[config.mk]
export PLATFORM = sky130hd
export DESIGN_NAME = wfetch_ctrl
export DESIGN_NICKNAME = d
export VERILOG_FILES = /design/src/rtl/wfc_pkg.sv /design/src/rtl/wfc_autoclr.sv /design/src/rtl/wfc_regbank.sv /design/src/rtl/wfc_fsm.sv /design/src/rtl/wfetch_ctrl.sv
export SDC_FILE = /design/constraint.sdc
export NUM_CORES = 1
export LEC_CHECK = 0
export ABC_AREA = 1
export BUFFER_PORTS_ARGS = -buffer_cell sky130_fd_sc_hd__buf_2
export CAP_MARGIN = 20
export CORE_UTILIZATION = 37
export DETAILED_ROUTE_END_ITERATION = 10
export PLACE_DENSITY = 0.79
export SYNTH_ARGS = -nofsm -noshare
export SYNTH_HDL_FRONTEND = slang
export SYNTH_SLANG_ARGS = --single-unit
[constraint.sdc]
create_clock -name clk -period 1.25 [get_ports clk]
set_input_delay 0.0625 -clock clk [delete_from_list [all_inputs] [get_ports clk]]
set_output_delay 0.0625 -clock clk [all_outputs]
set_load 0.02 [all_outputs]
[src/rtl/wfc_pkg.sv]
// Package: shared types and register addresses for the weight fetch controller.
// Assumes: addresses fit in the ADDR_W chosen at the top (at least 2 bits).
package wfc_pkg;
    typedef enum logic [1:0] {
        WF_IDLE = 2'd0,
        WF_REQ  = 2'd1,
        WF_WAIT = 2'd2,
        WF_HELD = 2'd3
    } wf_state_t;

    localparam int A_PREC = 0;
    localparam int A_CMD  = 1;
    localparam int A_ACK  = 2;
    localparam int A_STAT = 3;
    localparam int N_PULSE = 2;
endpackage

[src/rtl/wfc_autoclr.sv]
// Module: single set-and-auto-clear register bit.
// Does: q is 1 for exactly the cycle after any cycle in which set is 1.
// Assumes: set is already qualified by write strobe, address and data bit.
module wfc_autoclr (
    input  logic clk,
    input  logic rst_n,
    input  logic set,
    output logic q
);
    // Capture a set request, clear automatically on the following edge.
    always_ff @(posedge clk) begin
        if (!rst_n) q <= 1'b0;
        else        q <= set;
    end
endmodule

[src/rtl/wfc_regbank.sv]
// Module: host-visible registers for the weight fetch controller.
// Does: holds the format register and the self-clearing command and acknowledge bits,
//       and returns the read data combinationally.
// Assumes: PREC_W < DATA_W; a write and a read may target any address in the same cycle.
module wfc_regbank #(
    parameter int DATA_W = 32,
    parameter int ADDR_W = 2,
    parameter int PREC_W = 4
) (
    input  logic              clk,
    input  logic              rst_n,
    input  logic              reg_wr,
    input  logic [ADDR_W-1:0] reg_waddr,
    input  logic [DATA_W-1:0] reg_wdata,
    input  logic [ADDR_W-1:0] reg_raddr,
    output logic [DATA_W-1:0] reg_rdata,
    input  logic              st_busy,
    input  logic              st_done,
    output logic [PREC_W-1:0] prec_q,
    output logic              cmd_pulse,
    output logic              ack_pulse
);
    import wfc_pkg::*;

    localparam int PAD_W = DATA_W - PREC_W;

    logic [N_PULSE-1:0] pulse_set;
    logic [N_PULSE-1:0] pulse_q;
    logic               unused_wdata_hi;

    assign unused_wdata_hi = ^reg_wdata[DATA_W-1:PREC_W];

    // Decode the write strobes for the self-clearing bits.
    assign pulse_set[0] = reg_wr && (reg_waddr == ADDR_W'(A_CMD)) && reg_wdata[0];
    assign pulse_set[1] = reg_wr && (reg_waddr == ADDR_W'(A_ACK)) && reg_wdata[0];

    genvar gi;
    generate
        for (gi = 0; gi < N_PULSE; gi++) begin : g_pulse
            wfc_autoclr u_bit (
                .clk  (clk),
                .rst_n(rst_n),
                .set  (pulse_set[gi]),
                .q    (pulse_q[gi])
            );
        end
    endgenerate

    assign cmd_pulse = pulse_q[0];
    assign ack_pulse = pulse_q[1];

    // Store the format value written by the host.
    always_ff @(posedge clk) begin
        if (!rst_n)
            prec_q <= '0;
        else if (reg_wr && (reg_waddr == ADDR_W'(A_PREC)))
            prec_q <= reg_wdata[PREC_W-1:0];
    end

    // Select the read data by address.
    always_comb begin
        reg_rdata = '0;
        case (reg_raddr)
            ADDR_W'(A_PREC): reg_rdata = {{PAD_W{1'b0}}, prec_q};
            ADDR_W'(A_CMD):  reg_rdata[0] = cmd_pulse;
            ADDR_W'(A_ACK):  reg_rdata[0] = ack_pulse;
            ADDR_W'(A_STAT): reg_rdata[1:0] = {st_busy, st_done};
            default:         reg_rdata = '0;
        endcase
    end
endmodule

[src/rtl/wfc_fsm.sv]
// Module: handshake state machine of the weight fetch controller.
// Does: idle -> request (held until accepted) -> wait for done -> done held until acknowledged.
//       Freezes the format value when it leaves idle.
// Assumes: cmd_pulse and ack_pulse are single-cycle pulses; pf_done only matters while waiting.
module wfc_fsm #(
    parameter int PREC_W = 4
) (
    input  logic              clk,
    input  logic              rst_n,
    input  logic              cmd_pulse,
    input  logic              ack_pulse,
    input  logic [PREC_W-1:0] prec_in,
    input  logic              pf_ack,
    input  logic              pf_done,
    output logic              pf_req,
    output logic [PREC_W-1:0] pf_prec,
    output logic              busy,
    output logic              done
);
    import wfc_pkg::*;

    wf_state_t state, state_nx;

    // Work out the next handshake phase.
    always_comb begin
        state_nx = state;
        case (state)
            WF_IDLE: if (cmd_pulse) state_nx = WF_REQ;
            WF_REQ:  if (pf_ack)    state_nx = WF_WAIT;
            WF_WAIT: if (pf_done)   state_nx = WF_HELD;
            WF_HELD: if (ack_pulse) state_nx = WF_IDLE;
            default:                state_nx = WF_IDLE;
        endcase
    end

    // Advance the phase register.
    always_ff @(posedge clk) begin
        if (!rst_n) state <= WF_IDLE;
        else        state <= state_nx;
    end

    // Freeze the format when a fetch is launched.
    always_ff @(posedge clk) begin
        if (!rst_n)
            pf_prec <= '0;
        else if (state == WF_IDLE && cmd_pulse)
            pf_prec <= prec_in;
    end

    assign pf_req = (state == WF_REQ);
    assign busy   = (state == WF_REQ) || (state == WF_WAIT);
    assign done   = (state == WF_HELD);


    cmd_starts_req_chk: assert property (@(posedge clk) disable iff (!rst_n)
        (state == WF_IDLE && cmd_pulse) |=> pf_req);


    req_hold_chk: assert property (@(posedge clk) disable iff (!rst_n)
        (pf_req && !pf_ack) |=> pf_req);


    prec_frozen_chk: assert property (@(posedge clk) disable iff (!rst_n)
        (busy && !(state == WF_WAIT && pf_done)) |=> $stable(pf_prec));


    done_sticky_chk: assert property (@(posedge clk) disable iff (!rst_n)
        (done && !ack_pulse) |=> done);


    cmd_ignored_chk: assert property (@(posedge clk) disable iff (!rst_n)
        (done && cmd_pulse) |=> !pf_req);


    done_sets_chk: assert property (@(posedge clk) disable iff (!rst_n)
        (busy && !pf_req && pf_done) |=> (done && !busy));
endmodule

[src/rtl/wfetch_ctrl.sv]
// Module: top of the layer weight fetch controller.
// Does: links the host register bank to the fetch handshake state machine.
// Assumes: the host writes the format before issuing the command, once per layer.
module wfetch_ctrl #(
    parameter int DATA_W = 32,
    parameter int ADDR_W = 2,
    parameter int PREC_W = 4
) (
    input  logic              clk,
    input  logic              rst_n,
    input  logic              reg_wr,
    input  logic [ADDR_W-1:0] reg_waddr,
    input  logic [DATA_W-1:0] reg_wdata,
    input  logic [ADDR_W-1:0] reg_raddr,
    output logic [DATA_W-1:0] reg_rdata,
    output logic              pf_req,
    output logic [PREC_W-1:0] pf_prec,
    input  logic              pf_ack,
    input  logic              pf_done
);
    logic [PREC_W-1:0] prec_q;
    logic              cmd_pulse, ack_pulse, st_busy, st_done;

    wfc_regbank #(.DATA_W(DATA_W), .ADDR_W(ADDR_W), .PREC_W(PREC_W)) u_regs (
        .clk      (clk),
        .rst_n    (rst_n),
        .reg_wr   (reg_wr),
        .reg_waddr(reg_waddr),
        .reg_wdata(reg_wdata),
        .reg_raddr(reg_raddr),
        .reg_rdata(reg_rdata),
        .st_busy  (st_busy),
        .st_done  (st_done),
        .prec_q   (prec_q),
        .cmd_pulse(cmd_pulse),
        .ack_pulse(ack_pulse)
    );

    wfc_fsm #(.PREC_W(PREC_W)) u_fsm (
        .clk      (clk),
        .rst_n    (rst_n),
        .cmd_pulse(cmd_pulse),
        .ack_pulse(ack_pulse),
        .prec_in  (prec_q),
        .pf_ack   (pf_ack),
        .pf_done  (pf_done),
        .pf_req   (pf_req),
        .pf_prec  (pf_prec),
        .busy     (st_busy),
        .done     (st_done)
    );
endmodule

-- Yosys cells after proc, flatten, opt, wreduce, memory -nomap -nowiden
Cells that the tools add are included.
- output and inout port bits: 37
- flip-flop bits (word level): 12
- equality and inequality tests: 12
- reduce and logical (&&, ||, !) cells: 11
- multiplexer cells: 8
- operators by type and width (cell ; count):
    2-bit == test (second input constant) ; 5
    2-bit two-way mux ; 5
    2-bit one-hot mux with 4 select lines ; 1
    2-bit by 1-bit == test with 1-bit output (second input constant) ; 3
    1-bit logical AND ; 6
    2-bit logical NOT ; 3
    2-bit != test (second input constant) ; 3
    1-bit one-hot mux with 4 select lines ; 1
    4-bit AND reduction ; 1
    2-bit by 1-bit != test with 1-bit output (second input constant) ; 1
    1-bit one-hot mux with 2 select lines ; 1
    1-bit logical OR ; 1

-- Depth between registers and ports, before layout
Gate-level depths: netlist of the first run.
- depth in word-level cells: 3
- mapped depth: 8
- mapped depth without buffers: 8

-- Modules after synthesis
Synthesis of the first run repeated with hierarchy kept, for this count alone.
- cell total of the unflattened synthesis: 135
- area total of the unflattened synthesis: 929.6 µm²
- modules (own cells, without submodules) (module ; sequential area each (µm²) ; area an instance (µm²) ; cells an instance ; times used):
    wfc_regbank ; 80.1 ; 548.0 ; 82 ; 1
    wfc_fsm ; 120.1 ; 326.6 ; 47 ; 1
    wfc_autoclr ; 20.0 ; 27.5 ; 3 ; 2

-- Worst setup path after synthesis of the first run
Ideal clock, no wire load.
- kind: reg-to-reg
- from: register u_fsm.state[1]
- to: register u_fsm.state[0]
- cell stages (with the launch flop): 9
- setup time: 113 ps
- required time: 1137 ps
- arrival: 1092 ps
- path buffers: 0
- clock period less this slack: 1204 ps
- setup slack: 46 ps
- path through: dfxtp_1 > inv_1 > ha_1 > nand2_1 > nand2_1 > nor2_4 > nand2_1 > nand2_1 > nor2_1
- longest elaborated chain between the ends: 3
- ends and longest elaborated chain (item ; line ; source):
    start: declaration ; wfc_fsm.sv:22 ; wf_state_t state, state_nx;
    start signal: assignment ; wfc_fsm.sv:39 ; else state <= state_nx;
    2-bit by 1-bit == test with 1-bit output (*) ; -- ;
    via pf_req ; wfetch_ctrl.sv:16 ; output logic pf_req,
    2-bit by 1-bit != test with 1-bit output (no line) ; -- ;
    4-bit AND reduction (no line) ; -- ;
The timed path passes the listed nets; every way through them passes the cells marked *.
A chain may end at the register's enable or synchronous reset.

-- Final worst setup path of the first run
- from: register u_fsm.state[0]
- to: output port reg_rdata[1]
- longest elaborated chain between the ends: 3
- ends and longest elaborated chain (item ; line ; source):
    2-bit by 1-bit == test with 1-bit output / 2-bit == test (equally long branches) ; wfc_fsm.sv:51 ; assign busy = (state == WF_REQ) || (state == WF_WAIT);
    1-bit logical OR (*) ; wfc_fsm.sv:51 ;
    1-bit one-hot mux with 2 select lines (*) ; wfc_regbank.sv:63 ; case (reg_raddr)
    end: declaration ; wfetch_ctrl.sv:15 ; output logic [DATA_W-1:0] reg_rdata,
Mark *: on every way between the ends. The rest lies on a longest branch, timed or not.

==> results of run 1 <==
[metal layers]
| layer | track usage, % | up-vias |
|---|---|---|
| li1 | - | 370 |
| met1 | 12.5 | 312 |
| met2 | 21.3 | 28 |
| met4 | 2.78 | 0 |
| met5 | 0 | - |
| met3 | 4.85 | 0 |
[final cells by class]
cell class | count | area [sq um] | area share, %
inverters | 16 | 62.6 | 5.97
flip-flops and latches | 12 | 245 | 23.4
clock buffers | 3 | 22.5 | 2.15
multi-input cells | 92 | 519 | 49.6
repair buffers | 26 | 163 | 15.5
well taps | 28 | 35.0 | 3.35
[worst max-delay path, delay by kind of cell, from the launching register on]
kind,cells,cell delay (ns)
buf+inv,2,0.17
fa+ha+maj,1,0.25
flops,1,0.37
simple gates,1,0.05
compound gates,1,0.16
[state kept, by name, indices dropped and copies added, names as in the netlist]
signal / flops
u_regs.g_pulse.u_bit.q: 2
u_regs.prec_q: 4
u_fsm.state: 2
u_fsm.pf_prec: 4
[metrics by stage]
step	instances	area [sq um]	hold slack, ns	utilization, %	setup TNS [ns]
after global placement	169	905	0.288	40.5	0
after global routing	177	1050	0.0340	46.9	-0.549
after CTS	175	987	0.00888	44.2	-0.131
after detailed placement	169	905	0.290	40.5	0
after floorplan	149	980	0.141	-	0
final	177	1050	0.0177	46.9	-0.278
[cells by family after synthesis]
logic type / after synthesis
AOI/OAI and AO/OA: 11
adders and majority gates: 9
buffers and inverters: 45
DFF: 12
other: 1
and+or+nand+nor: 44
[cells in the mapped netlist]
cell                      instances  area, sq um
sky130_fd_sc_hd__nor3_4           1         16.3
sky130_fd_sc_hd__o21ai_1          1         5.00
sky130_fd_sc_hd__nor2_1          21         78.8
sky130_fd_sc_hd__ha_1             9          113
sky130_fd_sc_hd__buf_4           28          210
sky130_fd_sc_hd__dfxtp_1         12          240
sky130_fd_sc_hd__inv_1           15         56.3
sky130_fd_sc_hd__conb_1           1         3.75
sky130_fd_sc_hd__nor2_4           1         11.3
sky130_fd_sc_hd__a31oi_1          1         6.26
sky130_fd_sc_hd__buf_2            1         5.00
sky130_fd_sc_hd__nor4_1           1         6.26
sky130_fd_sc_hd__nand2_1         18         67.6
sky130_fd_sc_hd__nand3_1          2         10.0
sky130_fd_sc_hd__a21oi_1          2         10.0
sky130_fd_sc_hd__inv_2            1         3.75
sky130_fd_sc_hd__o21ai_0          7         35.0
[final timing paths]
| kind | slack, ns | to | from | cells past startpoint |
|---|---|---|---|---|
| worst max-delay path | -0.10 | reg_rdata[1] | u_fsm.state[0]$_SDFFE_PN0P_ | 5 |
| worst min-delay path | 0.02 | u_regs.prec_q[3]$_SDFFE_PN0P_ | reg_wdata[3] | 3 |
| worst max register to register | -0.06 | u_fsm.state[0]$_SDFFE_PN0P_ | u_fsm.state[0]$_SDFFE_PN0P_ | 10 |
| worst min register to register | 0.48 | u_fsm.pf_prec[1]$_SDFFE_PN0P_ | u_fsm.pf_prec[1]$_SDFFE_PN0P_ | 2 |
[what timing repair did]
item                       4_1_cts  5_1_grt
hold endpoints to repair         0        0
pin swaps                        4       12
buffers inserted                 3        2
setup endpoints to repair        2        4
gates resized for setup         10       13
[power by group through the flow]
stage	registers [mW]	logic, mW	clock network [mW]
after floorplan	0.475	0.512	0
after global placement	0.480	0.535	0
after detailed placement	0.482	0.537	0
after CTS	0.470	0.699	0.234
after global routing	0.497	0.976	0.249
final	0.490	0.889	0.228
[cell usage in the layout, fill, tap and decap left out, types with 2 or more instances in the layout]
| cell type | netlist | final |
|---|---|---|
| sky130_fd_sc_hd__conb_1 | 1 | 28 |
| sky130_fd_sc_hd__nor2_1 | 21 | 21 |
| sky130_fd_sc_hd__buf_2 | 1 | 19 |
| sky130_fd_sc_hd__nand2_1 | 18 | 14 |
| sky130_fd_sc_hd__inv_1 | 15 | 13 |
| sky130_fd_sc_hd__dfxtp_1 | 12 | 10 |
| sky130_fd_sc_hd__o21ai_0 | 7 | 7 |
| sky130_fd_sc_hd__ha_1 | 9 | 6 |
| sky130_fd_sc_hd__nand2_2 | 0 | 4 |
| sky130_fd_sc_hd__buf_6 | 0 | 4 |
| sky130_fd_sc_hd__ha_4 | 0 | 3 |
| sky130_fd_sc_hd__clkbuf_4 | 0 | 3 |
| sky130_fd_sc_hd__buf_4 | 28 | 3 |
| sky130_fd_sc_hd__inv_2 | 1 | 2 |
| sky130_fd_sc_hd__a21oi_2 | 0 | 2 |
| sky130_fd_sc_hd__nand3_1 | 2 | 2 |
==> out/results.md, run 1 <==
| Quantity | This run | Unit |
|---|---|---|
| Count of boundary I/O pins | 78 | - |
| Outcome | complete, but fails checks | - |
| Diode count | 0 | - |
| Number of distinct library cells after synthesis | 17 | - |
| Achievable clock frequency | 0.740 | GHz |
| Vias after detailed routing | 710 | - |
| Combined global-route utilization of all metal layers | 11.8 | % |
| First-pass GRT wire length | 2270 | um |
| P_sw | 654 | uW |
| Hold buffer count at CTS | 0 | - |
| CTS sink count | 12 | - |
| Placer Congestion | 0.747 | - |
| Number of failing hold endpoints at the final stage | 0 | - |
| Largest incremental delay on the critical path | 0.37 | ns |
| Minimum setup slack in the final design | -0.101 | ns |
| Detailed-routed wire length on met3 | 96 | um |
| Seq cells post-synth | 12 | - |
| Multiplexer share of the synthesized area | 0 | % |
| Clock slew at the register clock pins of the worst setup and hold paths | 0.07 | ns |
| Fraction of the mapped netlist area in adder cells | 12.8 | % |
| Pwr dens | 1530 | nW/um^2 |
| Data required time at the worst endpoint | 1.19 | ns |
| Overall routed net length | 1450 | um |
| Clock insertion delay at the later pin of the skew report | 0.27 | ns |
| Number of rows created at floorplan | 17 | - |
| Start-to-end type of the worst setup path | reg -> out | - |
| Full die area | 2570 | sq um |
| Clock network power share | 14.2 | % |
| Complex-gate fraction of the synthesized area | 6.41 | % |
| Count of nets left with antenna violations after detail routing | 0 | - |
| Fillcell total | 216 | - |
| Cell Chain, Critical Path | inv_4 -> ha_4 -> nand2_2 -> a21oi_2 -> buf_6 | - |
| PortBufs | 21 | - |
| Sequential share of power | 30.5 | % |
| Met1 WL | 601 | um |
| Number of global-route vias before repair | 578 | - |
| Drt via density | 4.01 | - |
| Width of the die | 50.7 | um |
| Post-Syn Area per Cell | 7.20 | sq um |
| Max-Cap Viols | 0 | - |
| TritonCTS buffer count | 3 | - |
| Static leakage | 0.568 | nW |
| Classification of the worst-slack hold path | in -> reg | - |
| Cell Area, Synth | 878 | sq um |
| Met2 Wirelength | 753 | um |
| Die outline height | 50.7 | um |
| Worst-path maximum fanout | 3 | - |
| Largest family of logic cells by synthesized area | buffers and inverters | - |
| Setup repair after global routing missed its margin | yes | - |
| Violations in the final reports | negative setup slack | - |
| DR iter-0 viols | 11 | - |
| Synthesized-area fraction occupied by and/or/nand/nor cells | 21.7 | % |
| Routed wirelength normalized by instance count | 8.20 | um |
| Worst setup EP type | output pin | - |
| Sequential cell area fraction in the yosys report | 27.4 | % |
| Share of total power consumed by net switching | 40.7 | % |
| Cells after Synth | 122 | - |
| Largest net degree at the start of global routing | 12 | - |
| Critical Path Slowest Stage Cell | sky130_fd_sc_hd__dfxtp_4 | - |
| Root Buffer | sky130_fd_sc_hd__clkbuf_4 | - |
| Time the final worst path needs with I/O delays and setup | 1.35 | ns |
| Slew Viols, Final | 0 | - |
| Clock tree from TritonCTS | yes | - |
| Net total in the final layout | 201 | - |
| Finish-stage setup viols | 4 | - |
| Worst VDD drop | 0.000683 | V |
| First-pass DRT Iterations | 4 | - |
| Share of cells above drive strength 1 | 30.2 | % |
| Maximum number of buffers from clock root to sink | 2 | - |
| Initial core utilization | 39.3 | % |
| Critical path arrival | 1.29 | ns |
| Total chip power | 1.61 | mW |
| Setup clock skew after layout | 0.00114 | ns |
| Synthesis warning total | 0 | - |
| Top routing layer used | met3 | - |
| Overflow left after global routing | 0 | - |
| Number of antenna violations at the first check in global routing | 0 | - |
| Critical path startpoint category | flip-flop | - |
| HPWL after detailed placement | 1070 | um |
| Worst setup slack before clock tree synthesis | 0.0470 | ns |
| Logic gate share of total power | 55.3 | % |
| H-tree levels | 1 | - |
| XOR/XNOR share of the synthesized area | 0 | % |
| Total internal power | 953 | uW |
| Area overhead of the layout relative to synthesis | 19.2 | % |
| Core Region | 2230 | sq um |
| Final period utilization | 108 | % |
| Post-detailed-route DRC marker count | 0 | - |
Power figures use the tool's default switching activity.
==> inputs of run 2 (changes only) <==
--- a/constraint.sdc
+++ b/constraint.sdc
@@ -3,2 +3,2 @@
 set_output_delay 0.0625 -clock clk [all_outputs]
-set_load 0.02 [all_outputs]
+set_load 0.1 [all_outputs]
==> run 2 against run 1 <==
The run still ends with negative setup slack left. Sequential share of layout area shrank 1.7 points. Wire length shrank 0.41%. Combinational power grew 62%. Sequential power shrank 4%. Die area is the same. Critical path depth is the same. Global-route usage grew 0.50 points. Power grew 33%. Design area grew 6.7%. Cell count shrank 0.56%. Count of clock-buffer cells in the layout is the same. Hold slack gained 0.0029 ns.
==> out/results.md, run 2 (synthesis gave the netlist of run 1 again) <==
| Quantity | This run | Unit |
|---|---|---|
| R2r setup slk | 0 | ns |
| Worst setup EP type | output pin | - |
| Hold Slack | 0.0205 | ns |
| Slew Viols, Final | 0 | - |
| Post-detailed-route DRC marker count | 0 | - |
| Time the final worst path needs with I/O delays and setup | 1.40 | ns |
| Initial core utilization | 39.3 | % |
| Overall routed net length | 1450 | um |
| Minimum setup slack in the final design | -0.153 | ns |
| Clock slew at the register clock pins of the worst setup and hold paths | 0.06 | ns |
| Total chip power | 2.13 | mW |
| Combined global-route utilization of all metal layers | 12.3 | % |
| Start-to-end type of the worst setup path | reg -> out | - |
| Number of failing hold endpoints at the final stage | 0 | - |
| Pwr dens | 1910 | nW/um^2 |
| Number of antenna violations at the first check in global routing | 0 | - |
| Core Region | 2230 | sq um |
| Diode count | 0 | - |
| Clock insertion delay at the later pin of the skew report | 0.26 | ns |
| Max-Cap Viols | 0 | - |
| H-tree levels | 1 | - |
| Reg2Reg Launch Point | u_fsm.state[0]$_SDFFE_PN0P_ | - |
| Layout Utilization | 50.0 | % |
| Most common cell after layout, fill and taps aside | sky130_fd_sc_hd__conb_1 | - |
| Setup repair after global routing missed its margin | yes | - |
| Worst hold path stage count | 3 | - |
| Net total in the final layout | 200 | - |
| Largest registers | u_fsm.pf_prec (4), u_regs.prec_q (4) | - |
| Die outline height | 50.7 | um |
| Classification of the worst-slack hold path | in -> reg | - |
| Routed wirelength normalized by instance count | 8.21 | um |
| TritonCTS buffer count | 3 | - |
| Largest net degree at the start of global routing | 12 | - |
| Finish-stage setup viols | 2 | - |
| Number of rows created at floorplan | 17 | - |
| Worst VDD drop | 0.00117 | V |
| Final period utilization | 112 | % |
| Total placed instance area | 1020 | sq um |
| Top library cells by usage in the layout, fill and taps aside | sky130_fd_sc_hd__conb_1, sky130_fd_sc_hd__nor2_1, sky130_fd_sc_hd__buf_2 | - |
| Setup tns final | -0.299 | ns |
| Setup clock skew after layout | 0.00643 | ns |
| Count of nets left with antenna violations after detail routing | 0 | - |
| Final Non-Filler Cells | 176 | - |
| Critical path startpoint category | flip-flop | - |
| Drt via density | 3.98 | - |
| Worst reg2reg path endpoint | u_fsm.state[0]$_SDFFE_PN0P_ | - |
| Full die area | 2570 | sq um |
| Post-Place Cells | 169 | - |
| Maximum number of buffers from clock root to sink | 2 | - |
| Cell depth of the worst flop-to-flop path | 9 | - |
| PortBufs | 21 | - |
| Violations in the final reports | negative setup slack | - |
| Static leakage | 0.583 | nW |
| Outcome | complete, but fails checks | - |
| Achievable clock frequency | 0.713 | GHz |
| Root Buffer | sky130_fd_sc_hd__clkbuf_4 | - |
| Worst-path maximum fanout | 3 | - |
| Share of cells above drive strength 1 | 31.1 | % |
| First-pass GRT wire length | 2330 | um |
| First-pass DRT Iterations | 4 | - |
| Hold buffer count at CTS | 0 | - |
| Critical path arrival | 1.34 | ns |
| Termination of the worst setup path | reg_rdata[0] | - |
| Worst setup slack before clock tree synthesis | 0.0760 | ns |
| HPWL after detailed placement | 1060 | um |
| Count of boundary I/O pins | 78 | - |
| Area overhead of the layout relative to synthesis | 27.2 | % |
| Placer Congestion | 0.682 | - |
| Width of the die | 50.7 | um |
| DR iter-0 viols | 7 | - |
| Overflow left after global routing | 0 | - |
| Final instance area | 1120 | sq um |
| CTS sink count | 12 | - |
| Vias after detailed routing | 701 | - |
| Data required time at the worst endpoint | 1.19 | ns |
| Clock tree from TritonCTS | yes | - |
| Origin of the worst setup path | u_fsm.state[0]$_SDFFE_PN0P_ | - |
| Number of global-route vias before repair | 562 | - |
-- run 2: changes by cell type in the layout (fill, tap and decap cells not counted), sizes merged --
cell	before	now
buf	26	25
-- run 2: worst min path at each step --
stage	from	endpoint	slack, ns
after floorplan	reg_waddr[0]	u_regs.g_pulse[1].u_bit.q$_SDFF_PN0_	0.14
after global routing	reg_waddr[0]	u_regs.g_pulse[1].u_bit.q$_SDFF_PN0_	0.01
final	reg_wdata[2]	u_regs.prec_q[2]$_SDFFE_PN0P_	0.02
after CTS	reg_waddr[0]	u_regs.g_pulse[1].u_bit.q$_SDFF_PN0_	0.01
after detailed placement	reg_wdata[2]	u_regs.prec_q[2]$_SDFFE_PN0P_	0.29
after global placement	reg_wdata[2]	u_regs.prec_q[2]$_SDFFE_PN0P_	0.29
-- run 2: timing repair --
action	CTS	global route
endpoints found under the setup margin	2	5
pin swaps	4	3
gates resized for setup	7	4
buffers inserted	4	0
-- run 2: final cells by class --
cell class,count,area [sq um]
Timing Repair Buffer,25,210
Clock buffer,3,22.5
Tap cell,28,35.0
Inverter,16,60.1
Fill cell,228,1120
Sequential cell,12,243
Multi-Input combinational cell,92,547
-- run 2: layer usage --
metal,GRT usage (%),share of wire (%),up-vias
li1,-,-,367
met1,14.9,43,310
met2,20.0,51,24
met3,5.15,6.4,0
met4,2.78,0,0
met5,0,0,-
-- run 2: power by group --
part	internal (mW)	switching [mW]	leakage [nW]
Sequential	0.436	0.0349	0.0984
Combinational	0.448	0.989	0.471
Clock	0.111	0.111	0.0138
-- run 2: critical path: stages (launching register included) --
cell and delay (ns):
sky130_fd_sc_hd__dfxtp_2 0.33, sky130_fd_sc_hd__buf_4 0.14, sky130_fd_sc_hd__ha_4 0.17, sky130_fd_sc_hd__a21oi_4 0.15
sky130_fd_sc_hd__a31oi_4 0.11, sky130_fd_sc_hd__buf_12 0.18
==> inputs of run 3 (changes only) <==
- CORE_ASPECT_RATIO: default -> 1.4
- GPL_TIMING_DRIVEN: default -> 0
==> run 3 against run 2 <==
The flow still finishes with violations (negative setup slack). Sequential power grew 8.7%. Cell count grew 14%. Die area grew 0.12%. Critical endpoint is now reg_rdata[1].
==> out/results.md, run 3 (synthesis gave the netlist of run 1 again) <==
| Quantity | This run | Unit |
|---|---|---|
| Outcome | complete, but fails checks | - |
| Violations in the final reports | negative setup slack | - |
| Max-Cap Viols | 0 | - |
| Met1 layer usage reported by global route | 14.0 | % |
| Clock insertion delay at the later pin of the skew report | 0.27 | ns |
| Full die area | 2580 | sq um |
| Minimum setup slack in the final design | -0.166 | ns |
| First-pass DRT Iterations | 2 | - |
| PortBufs | 21 | - |
| Overall routed net length | 1910 | um |
| Core Region | 2200 | sq um |
| Number of antenna violations at the first check in global routing | 0 | - |
| Grt met2 use | 27.3 | % |
| Critical path arrival | 1.35 | ns |
| Worst-path maximum fanout | 4 | - |
| CTS sink count | 12 | - |
| Setup clock skew after layout | 0.00300 | ns |
| Critical path startpoint category | flip-flop | - |
| Die outline height | 59.7 | um |
| TritonCTS buffer count | 3 | - |
| DR iter-0 viols | 10 | - |
| Most congested layer reported by global routing | met2 | - |
| Largest incremental delay on the critical path | 0.39 | ns |
| Pwr dens | 1810 | nW/um^2 |
| Post-detailed-route DRC marker count | 0 | - |
| Diode count | 0 | - |
| Classification of the worst-slack hold path | in -> reg | - |
| Overflow left after global routing | 0 | - |
| Met3 demand-to-capacity share in global routing | 3.32 | % |
| Count of nets left with antenna violations after detail routing | 0 | - |
| Achievable clock frequency | 0.706 | GHz |
| Clock slew at the register clock pins of the worst setup and hold paths | 0.08 | ns |
| Data required time at the worst endpoint | 1.19 | ns |
| Slew Viols, Final | 0 | - |
| Setup repair after global routing missed its margin | yes | - |
| Root Buffer | sky130_fd_sc_hd__clkbuf_4 | - |
| Number of failing hold endpoints at the final stage | 0 | - |
| First-pass GRT wire length | 2820 | um |
| Worst setup slack before clock tree synthesis | -0.166 | ns |
| Static leakage | 0.748 | nW |
| Cell Chain, Critical Path | inv_4 -> ha_4 -> nand2_4 -> a21oi_4 -> buf_12 | - |
| Width of the die | 43.2 | um |
| Start-to-end type of the worst setup path | reg -> out | - |
| Final Non-Filler Cells | 201 | - |
| Area overhead of the layout relative to synthesis | 50.1 | % |
| Clock tree from TritonCTS | yes | - |
| Worst VDD drop | 0.000830 | V |
| Finish-stage setup viols | 4 | - |
| Maximum number of buffers from clock root to sink | 2 | - |
| Hold buffer count at CTS | 0 | - |
| Vias after detailed routing | 808 | - |
| Largest net degree at the start of global routing | 11 | - |
| Cell depth of the worst flop-to-flop path | 9 | - |
| Placer Congestion | 0.761 | - |
| Top library cells by usage in the layout, fill and taps aside | sky130_fd_sc_hd__buf_4, sky130_fd_sc_hd__conb_1, sky130_fd_sc_hd__nor2_1 | - |
| Layout Utilization | 59.9 | % |
| Share of cells above drive strength 1 | 43.6 | % |
| Routed wirelength normalized by instance count | 9.51 | um |
| Final instance area | 1320 | sq um |
| Number of global-route vias before repair | 702 | - |
| Largest registers | u_fsm.pf_prec (4), u_regs.prec_q (4) | - |
| Initial core utilization | 39.9 | % |
| Final period utilization | 113 | % |
| Time the final worst path needs with I/O delays and setup | 1.42 | ns |
| Worst hold path stage count | 3 | - |
| Critical Path Slowest Stage Cell | sky130_fd_sc_hd__dfxtp_4 | - |
| Drt via density | 4.02 | - |
| Number of rows created at floorplan | 20 | - |
| Total placed instance area | 1150 | sq um |
| Most common cell after layout, fill and taps aside | sky130_fd_sc_hd__buf_4 | - |
| Count of boundary I/O pins | 78 | - |
| Net total in the final layout | 230 | - |
| Combined global-route utilization of all metal layers | 14.2 | % |
| HPWL after detailed placement | 1390 | um |
| H-tree levels | 1 | - |
| Post-Place Cells | 192 | - |
| Worst setup EP type | output pin | - |
## run 3: cell count changes in the layout (fill, tap and decap cells not counted), sizes merged
cell	before	now
buf	25	55
clkbuf	3	4
## run 3: metal layers
| metal | vias up | routed length [um] |
|---|---|---|
| met2 | 36 | 1070 |
| met3 | 2 | 149 |
| met1 | 344 | 663 |
| met5 | - | 0 |
| li1 | 426 | - |
| met4 | 0 | 25 |
## run 3: worst paths after layout
path                                                     from                             to  slack [ns]
worst max register to register    u_fsm.state[0]$_SDFFE_PN0P_    u_fsm.state[0]$_SDFFE_PN0P_           0
worst max-delay path              u_fsm.state[0]$_SDFFE_PN0P_                   reg_rdata[1]       -0.17
worst min register to register  u_fsm.pf_prec[2]$_SDFFE_PN0P_  u_fsm.pf_prec[2]$_SDFFE_PN0P_        0.48
worst min-delay path                             reg_wdata[3]  u_regs.prec_q[3]$_SDFFE_PN0P_        0.01
## run 3: area by class of cell
class	instances	area, sq um
fill	211	883
inverter	16	62.6
tap	22	27.5
buffer	29	215
multi-input combinational	92	542
timing repair buffer	26	188
sequential	12	248
clock buffer	4	36.3
## run 3: metrics by stage
stage | setup TNS, ns | power [mW] | hold WS (ns)
2_1_floorplan | -0.411 | 1.50 | 0.141
3_3_place_gp | -0.128 | 1.59 | 0.289
3_5_place_dp | -0.172 | 1.61 | 0.289
4_1_cts | -0.309 | 2.13 | 0.00901
5_1_grt | -0.611 | 2.53 | 0.00602
6_report | -0.328 | 2.39 | 0.0110
## run 3: where the power goes
part	internal, mW	leakage, nW	switching [mW]
sequential	0.449	0.0990	0.0628
combinational	0.545	0.628	1.02
clock	0.177	0.0210	0.133
## run 3: repair_timing
| item | CTS | global route |
|---|---|---|
| resized for setup | 15 | 11 |
| pin swaps | 2 | 8 |
| gates cloned | 0 | 0 |
| endpoints found under the hold margin | 0 | 0 |
| setup buffers | 2 | 3 |
| endpoints found under the setup margin | 3 | 5 |
## run 3: worst max-delay path: cells and delay by family, from the launching register on
kind,cells,cell delay [ns]
AOI/OAI and AO/OA,1,0.14
DFF,1,0.39
buffers and inverters,2,0.24
adders and majority gates,1,0.27
and+or+nand+nor,1,0.05
